<file path="src/rtl/rx_wb_pkg.sv">
package rx_wb_pkg;
    localparam int unsigned WORD_W   = 32;
    localparam int unsigned P_OWN    = 31;
    localparam int unsigned P_DAF    = 30;
    localparam int unsigned P_LEN_LO = 16;
    localparam int unsigned P_ES     = 15;
    localparam int unsigned P_DESC   = 14;
    localparam int unsigned P_OVF    = 11;
    localparam int unsigned P_LAST   = 8;
    localparam int unsigned P_GIANT  = 7;
    localparam int unsigned P_LCOL   = 6;
    localparam int unsigned P_WDT    = 4;
    localparam int unsigned P_RXE    = 3;
    localparam int unsigned P_CRC    = 1;

    typedef struct packed {
        logic [1:0] ip;
        logic       desc;
        logic       ovf;
        logic       giant;
        logic       lcol;
        logic       wdt;
        logic       rxe;
        logic       crc;
    } err_t;

    typedef struct packed {
        logic              vld;
        logic [WORD_W-1:0] word;
    } wb_t;
endpackage

</file>
<file path="src/rtl/rx_len_acc.sv">
module rx_len_acc #(
    parameter int unsigned LEN_W  = 14,
    parameter int unsigned BEAT_W = 8
) (
    input  logic              clk,
    input  logic              rst_n,
    input  logic              beat_vld,
    input  logic [BEAT_W-1:0] beat_bytes,
    input  logic              pad_add,
    input  logic              frame_end,
    output logic [LEN_W-1:0]  len_now
);
    localparam int unsigned SUM_W   = LEN_W + 1;
    localparam logic [SUM_W-1:0] LEN_MAX = SUM_W'((1 << LEN_W) - 1);

    logic [LEN_W-1:0] len_d, len_q;
    logic [SUM_W-1:0] sum;

    always_comb begin
        sum = {1'b0, len_q};
        if (beat_vld) sum = sum + SUM_W'(beat_bytes);
        if (pad_add)  sum = sum + SUM_W'(2);
        len_now = (sum > LEN_MAX) ? LEN_MAX[LEN_W-1:0] : sum[LEN_W-1:0];
        len_d   = frame_end ? '0 : len_now;
    end

    always_ff @(posedge clk or negedge rst_n) begin
        if (!rst_n) len_q <= '0;
        else        len_q <= len_d;
    end
endmodule

</file>
<file path="src/rtl/rx_err_acc.sv">
module rx_err_acc
    import rx_wb_pkg::*;
(
    input  logic clk,
    input  logic rst_n,
    input  err_t err_in,
    input  logic da_in,
    input  logic frame_end,
    output err_t err_now,
    output logic da_now
);
    typedef struct packed {
        err_t err;
        logic da;
    } acc_t;

    acc_t acc_d, acc_q;

    always_comb begin
        err_now = acc_q.err | err_in;
        da_now  = acc_q.da | da_in;
        acc_d   = frame_end ? '0 : acc_t'{err: err_now, da: da_now};
    end

    always_ff @(posedge clk or negedge rst_n) begin
        if (!rst_n) acc_q <= '0;
        else        acc_q <= acc_d;
    end
endmodule

</file>
<file path="src/rtl/rx_status_fmt.sv">
module rx_status_fmt
    import rx_wb_pkg::*;
#(
    parameter int unsigned LEN_W = 14
) (
    input  logic [LEN_W-1:0]  len,
    input  err_t              err,
    input  logic              da,
    input  logic              last,
    output logic [WORD_W-1:0] word
);
    always_comb begin
        word = '0;
        word[P_OWN] = 1'b0;
        word[P_DAF] = da;
        word[P_LEN_LO +: LEN_W] = len;
        if (last) begin
            word[P_LAST]  = 1'b1;
            word[P_CRC]   = err.crc;
            word[P_RXE]   = err.rxe;
            word[P_WDT]   = err.wdt;
            word[P_LCOL]  = err.lcol;
            word[P_GIANT] = err.giant;
            word[P_OVF]   = err.ovf;
            word[P_DESC]  = err.desc;
            word[P_ES]    = |err;
        end
    end
endmodule

</file>
<file path="src/rtl/rx_status_wb.sv">
module rx_status_wb
    import rx_wb_pkg::*;
#(
    parameter int unsigned LEN_W  = 14,
    parameter int unsigned BEAT_W = 8
) (
    input  logic              clk,
    input  logic              rst_n,
    input  logic              beat_vld,
    input  logic [BEAT_W-1:0] beat_bytes,
    input  logic              buf_full,
    input  logic              frame_end,
    input  logic              da_fail,
    input  logic              err_crc,
    input  logic              err_rx,
    input  logic              err_wdt,
    input  logic              err_latecol,
    input  logic              err_giant,
    input  logic              err_ovf,
    input  logic              err_desc,
    input  logic [1:0]        ip_err,
    input  logic              csum_en,
    input  logic              ctl_frame,
    output logic              wb_vld,
    output logic [31:0]       wb_word
);
    logic [LEN_W-1:0]  len_now;
    logic [WORD_W-1:0] fmt_word;
    logic              pad_add;
    logic              da_now;
    err_t              err_in, err_now;
    wb_t               st_d, st_q;

    assign pad_add = frame_end & csum_en & ~ctl_frame;
    assign err_in  = '{ip: ip_err, desc: err_desc, ovf: err_ovf, giant: err_giant,
                       lcol: err_latecol, wdt: err_wdt, rxe: err_rx, crc: err_crc};

    rx_len_acc #(.LEN_W(LEN_W), .BEAT_W(BEAT_W)) u_len (
        .clk(clk), .rst_n(rst_n), .beat_vld(beat_vld), .beat_bytes(beat_bytes),
        .pad_add(pad_add), .frame_end(frame_end), .len_now(len_now)
    );

    rx_err_acc u_err (
        .clk(clk), .rst_n(rst_n), .err_in(err_in), .da_in(da_fail),
        .frame_end(frame_end), .err_now(err_now), .da_now(da_now)
    );

    rx_status_fmt #(.LEN_W(LEN_W)) u_fmt (
        .len(len_now), .err(err_now), .da(da_now), .last(frame_end), .word(fmt_word)
    );

    always_comb begin
        st_d      = st_q;
        st_d.vld  = buf_full | frame_end;
        if (st_d.vld) st_d.word = fmt_word;
    end

    always_ff @(posedge clk or negedge rst_n) begin
        if (!rst_n) st_q <= '0;
        else        st_q <= st_d;
    end

    assign wb_vld  = st_q.vld;
    assign wb_word = st_q.word;
endmodule

</file>
<file path="config.mk">
export PLATFORM = sky130hd
export DESIGN_NAME = rx_status_wb
export DESIGN_NICKNAME = d
export VERILOG_FILES = /design/src/rtl/rx_wb_pkg.sv /design/src/rtl/rx_len_acc.sv /design/src/rtl/rx_err_acc.sv /design/src/rtl/rx_status_fmt.sv /design/src/rtl/rx_status_wb.sv
export SDC_FILE = /design/constraint.sdc
export NUM_CORES = 1
export LEC_CHECK = 0
export BUFFER_PORTS_ARGS = -buffer_cell sky130_fd_sc_hd__buf_2
export CAP_MARGIN = 0
export CORE_MARGIN = 2
export CORE_UTILIZATION = 56
export CTS_BUF_LIST = sky130_fd_sc_hd__clkbuf_4 sky130_fd_sc_hd__clkbuf_8
export CTS_CLUSTER_SIZE = 8
export DETAILED_ROUTE_END_ITERATION = 8
export GPL_TIMING_DRIVEN = 0
export PLACE_DENSITY = 0.84
export SLEW_MARGIN = 5
export SYNTH_ARGS = -nofsm -noshare
export SYNTH_HDL_FRONTEND = slang
export SYNTH_SLANG_ARGS = --single-unit
</file>
<file path="constraint.sdc">
create_clock -name clk -period 4.06 [get_ports clk]
set_clock_uncertainty 0.2 [all_clocks]
set_input_delay 0.812 -clock clk [delete_from_list [all_inputs] [get_ports clk]]
set_output_delay 0.812 -clock clk [all_outputs]
set_load 0.05 [all_outputs]
</file>
**Word level (Yosys, flattened, before mapping)**

Cells that the tools add are included.

- Input bits: 25
- Flip-flop bits (word level): 49

- Magnitude comparators: 1
- Mux-type cells: 10
- Reductions and logical operators: 1
- Bitwise logic cells: 6
- Add/subtract/negate cells: 2

Operators by type and width:

| cell | count |
|---|---|
| $mux W15 | 2 |
| $mux W14 | 2 |
| $add A14 B8 Y15 | 1 |
| $add A15 B2 Y15 const B | 1 |
| $gt A15 B14 Y1 const B | 1 |
| $mux W10 | 1 |
| $or A9 B9 Y9 | 1 |
| $reduce_or A9 Y1 | 1 |
| $mux W2 | 2 |
| $mux W3 | 1 |
| $and A1 B1 Y1 | 2 |
| $mux W1 | 2 |
| $or A1 B1 Y1 | 2 |
| $not A1 Y1 | 1 |

**Logic depth before layout (Yosys ltp)**

Gate-level depths: netlist (run 1).

- Depth after elaboration: 7
- Depth in mapped cells: 13
- Mapped depth without buffers: 12

**By module**

A second synthesis (run 1) with hierarchy kept.

- Cells, all modules: 317
- Area, all modules: 3480.8 um2

By module, submodules not included:

| module | times used | area each (um2) | cells each |
|---|---|---|---|
| rx_len_acc | 1 | 1565.3 | 178 |
| rx_status_wb | 1 | 1242.4 | 72 |
| rx_err_acc | 1 | 412.9 | 30 |
| rx_status_fmt | 1 | 260.2 | 37 |

**Worst setup path after synthesis (run 1)**

No wires, ideal clock.

- Path type: input -> register
- Start: input beat_bytes[0]
- End: register st_q, in the netlist wb_word[27]
- Setup time: 0.088 ns
- Path slack: 0.301 ns
- Data required time: 3.772 ns
- Arrival time: 3.470 ns
- Stages on the path: 12
- Cell sequence: ha_1 -> inv_1 -> fa_1 -> nand2b_1 -> a21oi_1 -> xor2_1 -> a32oi_1 -> or4_1 -> buf_2 -> o31a_1 -> or3_1 -> a41oi_1

- Word-level cells in the longest chain between the ends: 6

RTL lines:

| element | RTL line | text |
|---|---|---|
| start, declared | rx_status_wb.sv:10 | `input logic [BEAT_W-1:0] beat_bytes,` |
| $add A14 B8 Y15 * | rx_len_acc.sv:21 | `if (beat_vld) sum = sum + SUM_W'(beat_bytes);` |
| $mux W15 * | rx_len_acc.sv:21 |  |
| $add A15 B2 Y15 | rx_len_acc.sv:22 | `if (pad_add) sum = sum + SUM_W'(2);` |
| $mux W15 * | rx_len_acc.sv:22 |  |
| $gt A15 B14 Y1 | rx_len_acc.sv:23 | `len_now = (sum > LEN_MAX) ? LEN_MAX[LEN_W-1:0] : sum[LEN_W-1:0];` |
| $mux W14 * | rx_len_acc.sv:23 |  |
| end signal, assigned | rx_status_wb.sv:60 | `else st_q <= st_d;` |
| end, declared | rx_status_wb.sv:32 | `wb_t st_d, st_q;` |

Mark *: on every way between the ends. The rest lies on a longest branch, timed or not.
A chain may end at the register's enable or synchronous reset.

**Worst setup path after layout (run 1)**

- Start: input beat_bytes[0]
- End: register u_len.len_q[11]

- Word-level cells in the longest chain between the ends: 7

RTL lines:

| element | RTL line | text |
|---|---|---|
| $add A14 B8 Y15 * | rx_len_acc.sv:21 |  |
| $mux W15 * | rx_len_acc.sv:21 |  |
| $add A15 B2 Y15 | rx_len_acc.sv:22 |  |
| $mux W15 * | rx_len_acc.sv:22 |  |
| $gt A15 B14 Y1 | rx_len_acc.sv:23 |  |
| $mux W14 * | rx_len_acc.sv:23 |  |
| $mux W14 * | rx_len_acc.sv:24 | `len_d = frame_end ? '0 : len_now;` |
| net u_len.len_d[11] | rx_len_acc.sv:16 | `logic [LEN_W-1:0] len_d, len_q;` |
| end signal, assigned | rx_len_acc.sv:29 | `else len_q <= len_d;` |
| end, declared | rx_len_acc.sv:16 |  |

The timed path passes the listed nets; every way through them passes the cells marked *.

==> results of run 1 <==
worst max-delay path, stage by stage:
cell and delay [ps]:
buf_2 80, ha_1 200, inv_1 70, fa_1 390, nand2b_1 210, a21oi_1 180
xor2_1 210, a32oi_1 190, or4_1 560, buf_2 170, o31a_1 250, or3_1 340
a31oi_1 190
metal layers:
metal  vias to the layer above  track usage (%)  part of all wire, %
li1                       1135                -                    -
met1                      1130             30.1                   44
met2                        66             41.2                   50
met3                         9             5.62                  5.4
met4                         0             5.66                  1.3
met5                         -                0                    0
metrics by stage:
stage / power [mW] / util [%] / setup slack [ps] / setup TNS [ps] / instances
finish: 1.27 / 66.5 / 223 / 0 / 410
global route: 1.32 / 66.5 / 38.6 / 0 / 410
CTS: 1.27 / 66.5 / 142 / 0 / 410
detailed placement: 0.980 / 64.5 / -153 / -2530 / 402
global placement: 0.968 / 64.5 / -99.0 / -1350 / 402
floorplan: 0.877 / - / 301 / 0 / 300
synth_stat cells, types with 2 or more instances:
cell       n  area (µm²)
nand2_1   25        93.8
ha_1       9         113
mux2i_1    4        40.0
or2_2      2        12.5
dfrtp_1   49        1230
clkbuf_1  11        41.3
and3_1     3        18.8
buf_4      8        60.1
or3_1      5        31.3
o31ai_1    2        15.0
nor4b_1    2        17.5
nor3_1     4        20.0
nor2_1    49         184
xor2_1     7        61.3
nand3_1    3        15.0
buf_2      2        10.0
a21oi_1   20         100
o2111a_1   3        33.8
inv_1     10        37.5
nand2b_1   5        31.3
o21ai_1    2        10.0
a21o_1     3        22.5
o211ai_1   3        22.5
nor4_1     2        12.5
o21ai_0   11        55.1
xnor2_1    8        70.1
and2_1     2        12.5
a31oi_1   13        81.3
nor2b_1    2        12.5
o31a_1     3        26.3
worst min-delay path by stage:
stage                                 to  slack [ps]  depth (start not counted)
after floorplan           u_err.acc_q[8]         240                          2
after global placement        wb_word[7]         260                          2
after detailed placement     wb_word[11]         260                          2
after CTS                    wb_word[11]         280                          2
after global routing         wb_word[14]         310                          2
final                        wb_word[14]         280                          2
logic make-up (layout without fill, tap and decap cells):
kind of cell | Yosys count | in the layout | synth area share [%]
other | 1 | 8 | 0.139
adders and majority gates | 10 | 10 | 4.92
xor gates and xnor gates | 15 | 15 | 4.88
AOI/OAI and AO/OA | 73 | 73 | 18.4
and+or+nand+nor | 109 | 109 | 18.7
DFF | 49 | 49 | 45.5
buffers and inverters | 31 | 87 | 5.53
muxes | 5 | 5 | 1.90
area by class of cell:
| class | instances | area, µm² | area share, % |
|---|---|---|---|
| Timing Repair Buffer | 48 | 240 | 7.70 |
| Tap cell | 54 | 67.6 | 2.16 |
| Buffer | 21 | 114 | 3.65 |
| Sequential cell | 49 | 1230 | 39.3 |
| Clock buffer | 7 | 83.8 | 2.69 |
| Inverter | 10 | 37.5 | 1.20 |
| Clock inverter | 1 | 7.51 | 0.240 |
| Multi-Input combinational cell | 220 | 1350 | 43.1 |
state kept, by name, summed over array words and instances, names as in the netlist:
register / flops
u_err.acc_q: 10
u_len.len_q: 14
wb_vld: 1
wb_word: 24
power breakdown:
group	leakage, nW	internal, mW	switching, mW	total (mW)
clock	0.0453	0.135	0.158	0.293
sequential	0.618	0.535	0.0273	0.563
combinational	0.860	0.124	0.285	0.409
timing repair:
item                                   4_1_cts  5_1_grt
endpoints found under the hold margin        0        0
hold buffers                                 0        0
setup endpoints to repair                    0       20
resized for setup                            0        4
==> results, run 1 <==
- The initial antenna violation count is 0.
- The library cell used most frequently in the layout, excluding fill and tap cells, is buf_2.
- The end of the critical path is u_len.len_q[11].
- The startpoint type of the worst setup path is a primary input.
- The total wire length after detailed routing is 6060 µm.
- The tree built by TritonCTS fans out to between 40 and 50 sinks.
- The total via count in the routed design is 2340.
- The estimated wirelength of the detail-placed design is 4580 µm.
- Measured in cells, the most critical reg-to-reg path has a length of 12.
- The final non-filler cell area is 0.00312 mm².
- The leakage dissipation is about 1.5 nW.
- The synthesized design contains 0 enable-type register cells.
- After the last flow step, the layout net total stands at 390.
- Once the floorplan was initialized, standard cells occupied 57.4% of the core.
- After detailed routing, the number of remaining DRC violations is 0.
- The total number of placement rows is 25.
- The sequential element share of the synthesized area is 45.5%.
- The placer congestion estimate is 0.837.
- The launch point of the worst path is beat_bytes[0].
- For this run, the top clock speed supported by timing is about 0.26 GHz.
- After global routing the overflow that remains totals 0.
- Entering global routing, the biggest net connects 50 pins.
- The post-place instance area is 0.00303 mm².
- The required time at the endpoint of the critical path is 4080 ps.
- The number of buffers added for setup after CTS is 0.
- In this run the power density over the cells is roughly 410 mW/mm².
- The transition time of the tightest slew-check pin is 1060 ps.
- The final critical path takes up 94.5% of the cycle.
- The cell area that synthesis handed to floorplanning was 0.00269 mm².
- The synthesized design contains between 40 and 50 register bits.
- Clock-pin slew was measured on the worst setup and hold paths at 80 ps.
- The clock latency of the later-clocked register in the worst-skew pair is 300 ps.
- The global-route wire length before repair is 9930 µm.
- Global routing used 23.7% of the available tracks.
- The number of distinct library cell variants in the gate-level netlist after synthesis is 51.
- The path class of the tightest hold or removal check is flip-flop to flip-flop.
- The worst hold margin is 277 ps.
- The number of search-and-repair iterations in the first detailed-routing pass is 4.
- The headroom to the max-slew limit is 29.4%.
- The H-tree was split into 2 levels.
- The number of endpoints failing setup at the final stage is 0.
- Dividing the detail-routed wire length by the instance count gives roughly 15 µm.
- The total of fill cells in the finished design is slightly below 400.
- The number of max-capacitance violations reported is 0.
- The run finished with clean final reports.
- The reg-to-reg endpoint is u_len.len_q[11].
- The CTS root buffer is clkbuf_8.
- The count of pins over their slew limit is 0.
- Setup repair after global routing left no endpoint under its margin.
- The TritonCTS buffer count is 5.
- The sort of element at the end of the critical path is a flip-flop.
- Measured along the x axis, the die boundary spans approximately 73 µm.
- Relative to the synthesized area, the layout overhead comes to 15.9%.
- Among all flip-flop cells after synthesis, the most frequent one is dfrtp_1.
- Averaged over all synthesized cells, the footprint is 9.19 µm².
- The kind of critical path is primary input to flip-flop.
- The maximum count of clock buffers along a single path is 2.
- 0 antenna diodes ended up in the layout.
- The number of buffer cells added on primary ports is 48.
- The total count of hold-check failures in the final report is 0.
- For flop-to-flop paths, the worst setup slack is 460 ps.
- The worst-case IR drop observed on VDD is 0.000293 V.
- The die covers 0.00538 mm².
- The fraction of synthesis flops using an asynchronous set or reset pin is 100%.
- In the final layout, the share of cells above drive strength 1 is about a fifth.
- The largest fanout on the critical path is 5.
- The smallest clock period supported by the final layout is computed as 3840 ps.
- The mean number of vias per cell is 5.71.
- The area inside the core boundary is 0.00469 mm².
- The via count of the first global-routing pass is 2236.
- The warning count from the yosys run is 0.
- The final antenna-violating net count is 0.
- The worst register-to-register path begins at u_len.len_q[0].
- The number of DRC markers in iteration 0 is 108.
- The overall die height is 73.4 µm.
- The worst hold path begins at wb_word[14].
- The post-synthesis cell count is 293.
- Leaving out fill and tap cells, the most frequent cells in the layout are buf_2 (50), nor2_1 (49), dfrtp_1 (49), nand2_1 (25), a21oi_1 (20).
- For this design the top-level I/O count stands at 58.
- TritonCTS built the clock tree.
- The critical path data arrival time is 3860 ps.
Power figures use the tool's default switching activity.
==> run 2, diff against run 1 <==
==> constraint.sdc (replaced) <==
create_clock -name clk -period 4.06 [get_ports clk]
set_clock_uncertainty 0.2 [all_clocks]
set_input_delay 0.406 -clock clk [delete_from_list [all_inputs] [get_ports clk]]
set_output_delay 0.406 -clock clk [all_outputs]
set_load 0.05 [all_outputs]
==> run 2 against run 1 <==
Fmax up 2.4%; power up 0.14%; combinational power about the same; register-to-register slack worse by 150 ps; first-iteration DRC count up 5.6%; critical path type is now flip-flop to flip-flop.
==> results, run 2 (synthesis gave the netlist of run 1 again) <==
- The total number of placement rows is 25 (unchanged).
- The family of cells with the greatest summed delay on the critical path is compound AO/OA/AOI/OAI gates (was simple AND/OR/NAND/NOR gates).
- The placer congestion estimate is 0.837 (unchanged).
- The number of DRC markers in iteration 0 is 114 (was 108).
- The share of the cycle needed by the critical path after routing is 92.3% (was 94.5%).
- The final net count was 390 (unchanged).
- The final routed DRC violation total is 0 (unchanged).
- The post-place instance area is 0.00303 mm² (unchanged).
- The total power per unit cell area came to 406 mW/mm² (was 405 mW/mm²).
- The timing-limited maximum frequency is 0.267 GHz (was 0.261 GHz).
- The share of the core filled with cells in the final layout is 66.5% (about the same).
- The initial antenna violation count came to 0 (unchanged).
- The total of fill cells in the finished design is 390 (unchanged).
- The CTS tree is built (unchanged).
- List of cells traversed by the critical path: ha_1, inv_1, fa_1, nand2b_1, a211oi_4, o21ai_1, nor4b_1, o31ai_1, o31a_1, clkbuf_1, a31oi_1 (was buf_2, ha_1, inv_1, fa_1, nand2b_1, a21oi_1, xor2_1, a32oi_1, or4_1, buf_2, o31a_1, or3_1, a31oi_1).
- The overall die height came to 73.4 µm (unchanged).
- The time the worst path needs with I/O delays and setup is 3750 ps (was 3840 ps).
- The final antenna-violating net count is 0 (unchanged).
- The fraction of layout cells with a size suffix above 1 is 20.2% (was 20.8%).
- The number of clock sinks was 49 (unchanged).
- The CTS root buffer is clkbuf_8 (unchanged).
- The global-route wire length before repair is 9930 µm (unchanged).
- The largest net degree at the start of global routing was 50 (unchanged).
- The power consumption is 1.27 mW (about the same).
- The worst vdd rail ir drop is 0.000294 V (was 0.000293 V).
- The number of I/O pins was 58 (unchanged).
- The classification of the worst-slack hold path was primary input to async pin (was flip-flop to flip-flop).
- The number of gates resized after cts is 0 (unchanged).
- The layout overhead on the synthesized area came to 15.8% (was 15.9%).
- The area of combinational cells with multiple inputs is 0.00135 mm² (unchanged).
- The headroom to the max-slew limit is 29.7% (was 29.4%).
- The number of flip-flops in the largest register came to 24 (unchanged).
- Commonest cells after routing, fill and taps aside: buf_2 (50), nor2_1 (49), dfrtp_1 (49), nand2_1 (25), a21oi_1 (20) (unchanged).
- The number of endpoints failing setup at the final stage was 0 (unchanged).
- The final worst-path setup slack is 313 ps (was 223 ps).
- The master of the slowest instance on the critical path was o31ai_1 (was or4_1).
- The TritonCTS buffer count is 5 (unchanged).
- The cell count after placement is 402 (unchanged).
- The mean number of vias per cell is 5.67 (was 5.71).
- The largest fanout on the critical path came to 10 (was 5).
- The total negative setup slack came to 0 ps (unchanged).
- The leading cell type in the layout, fill and taps excluded is buf_2 (unchanged).
- The launch instance of the worst register-to-register path is u_len.len_q[0] (unchanged).
- The number of buffers added for setup after CTS came to 0 (unchanged).
- The count of pins over their slew limit is 0 (unchanged).
- The total wire length after detailed routing is 6120 µm (was 6060 µm).
- The required time at the endpoint of the critical path is 4020 ps (was 4080 ps).
- The worst slack at placement is 253 ps (was -153 ps).
- The transition time of the tightest slew-check pin is 1050 ps (was 1060 ps).
- The estimated wirelength of the detail-placed design was 4580 µm (unchanged).
- The number of max-capacitance violations reported is 0 (unchanged).
- The number of hold-repair buffers added at the cts stage was 0 (unchanged).
- The total via count in the routed design came to 2324 (was 2340).
- The kind of critical path is flip-flop to flip-flop (was primary input to flip-flop).
- The reg-to-reg endpoint is wb_word[18] (was u_len.len_q[11]).
- The all-layer global routing usage is 23.7% (unchanged).
- The total inserted antenna cells is 0 (unchanged).
- The number of buffer cells added on primary ports was 48 (unchanged).
- The average wire length per cell after detail routing is 14.9 µm (was 14.8 µm).
- The leakage dissipation was 1.52 nW (about the same).
- The maximum count of clock buffers along a single path is 2 (unchanged).
- The via count of the first global-routing pass came to 2236 (unchanged).
- The highest cell delay on the worst timing path is 480 ps (was 560 ps).
- The critical path data arrival time came to 3710 ps (was 3860 ps).
- The startpoint type of the worst setup path was a flip-flop (was primary input).
- The clock input transition at the sequential cells of the worst setup and hold paths was 90 ps (was 80 ps).
- The worst hold margin was 92.2 ps (was 277 ps).
- Unrepaired setup endpoints after global routing: false (unchanged).
- The area taken by flip-flops and latches is 0.00123 mm² (unchanged).
- The area inside the core boundary came to 0.00469 mm² (unchanged).
- The H-tree depth is 2 (unchanged).
- The final non-filler cell area was 0.00312 mm² (about the same).
- The clock latency of the later-clocked register in the worst-skew pair was 300 ps (about the same).
- The depth of the worst register-to-register path is 11 (was 12).
- The sum of buffers and inverters on the critical path was 2 (was 3).
- Result of the run: complete, no violations (unchanged).
- The starting utilization of the core area was 57.4% (unchanged).
- The die outline width is 73.4 µm (unchanged).
- The total overflow reported by the global router is 0 (unchanged).
- The number of search-and-repair iterations in the first detailed-routing pass is 4 (unchanged).
- The worst setup slack for register-to-register paths is 310 ps (was 460 ps).
- The sort of element at the end of the critical path is a flip-flop (unchanged).
- The die area was 0.00538 mm² (unchanged).
- The total count of hold-check failures in the final report is 0 (unchanged).
- The final instance count without filler cells is 410 (unchanged).
==> run 2: changes by cell type in the layout (fill, tap and decap cells not counted) <==
cell	before	now
clkbuf_1	9	11
clkbuf_2	2	0
==> run 2: final cells by class <==
class / count / area share, %
Multi-Input combinational cell: 220 / 43.1
Buffer: 21 / 3.57
Tap cell: 54 / 2.17
Clock buffer: 7 / 2.69
Clock inverter: 1 / 0.241
Sequential cell: 49 / 39.3
Timing Repair Buffer: 48 / 7.70
Inverter: 10 / 1.20
==> run 2: metal layers <==
metal	up-vias	GRT usage (%)	routed length, µm
li1	1137	-	-
met1	1119	30.1	2730
met2	59	41.2	3020
met3	9	5.62	289
met4	0	5.66	80
met5	-	0	0
==> run 2: worst max-delay path by stage <==
stage                   start     endpoint  slack, ps  depth (start not counted)
2_1_floorplan   beat_bytes[0]  wb_word[27]        710                         12
5_1_grt        u_len.len_q[0]  wb_word[26]         90                         11
4_1_cts        u_len.len_q[0]  wb_word[18]        370                         11
3_5_place_dp    beat_bytes[0]  wb_word[20]        250                         12
3_3_place_gp    beat_bytes[0]  wb_word[19]        310                         12
6_report       u_len.len_q[0]  wb_word[18]        310                         11
==> run 2: power by group <==
group / leakage (nW) / internal, mW / switching, mW
Sequential: 0.618 / 0.535 / 0.0275
Clock: 0.0453 / 0.135 / 0.158
Combinational: 0.855 / 0.124 / 0.286
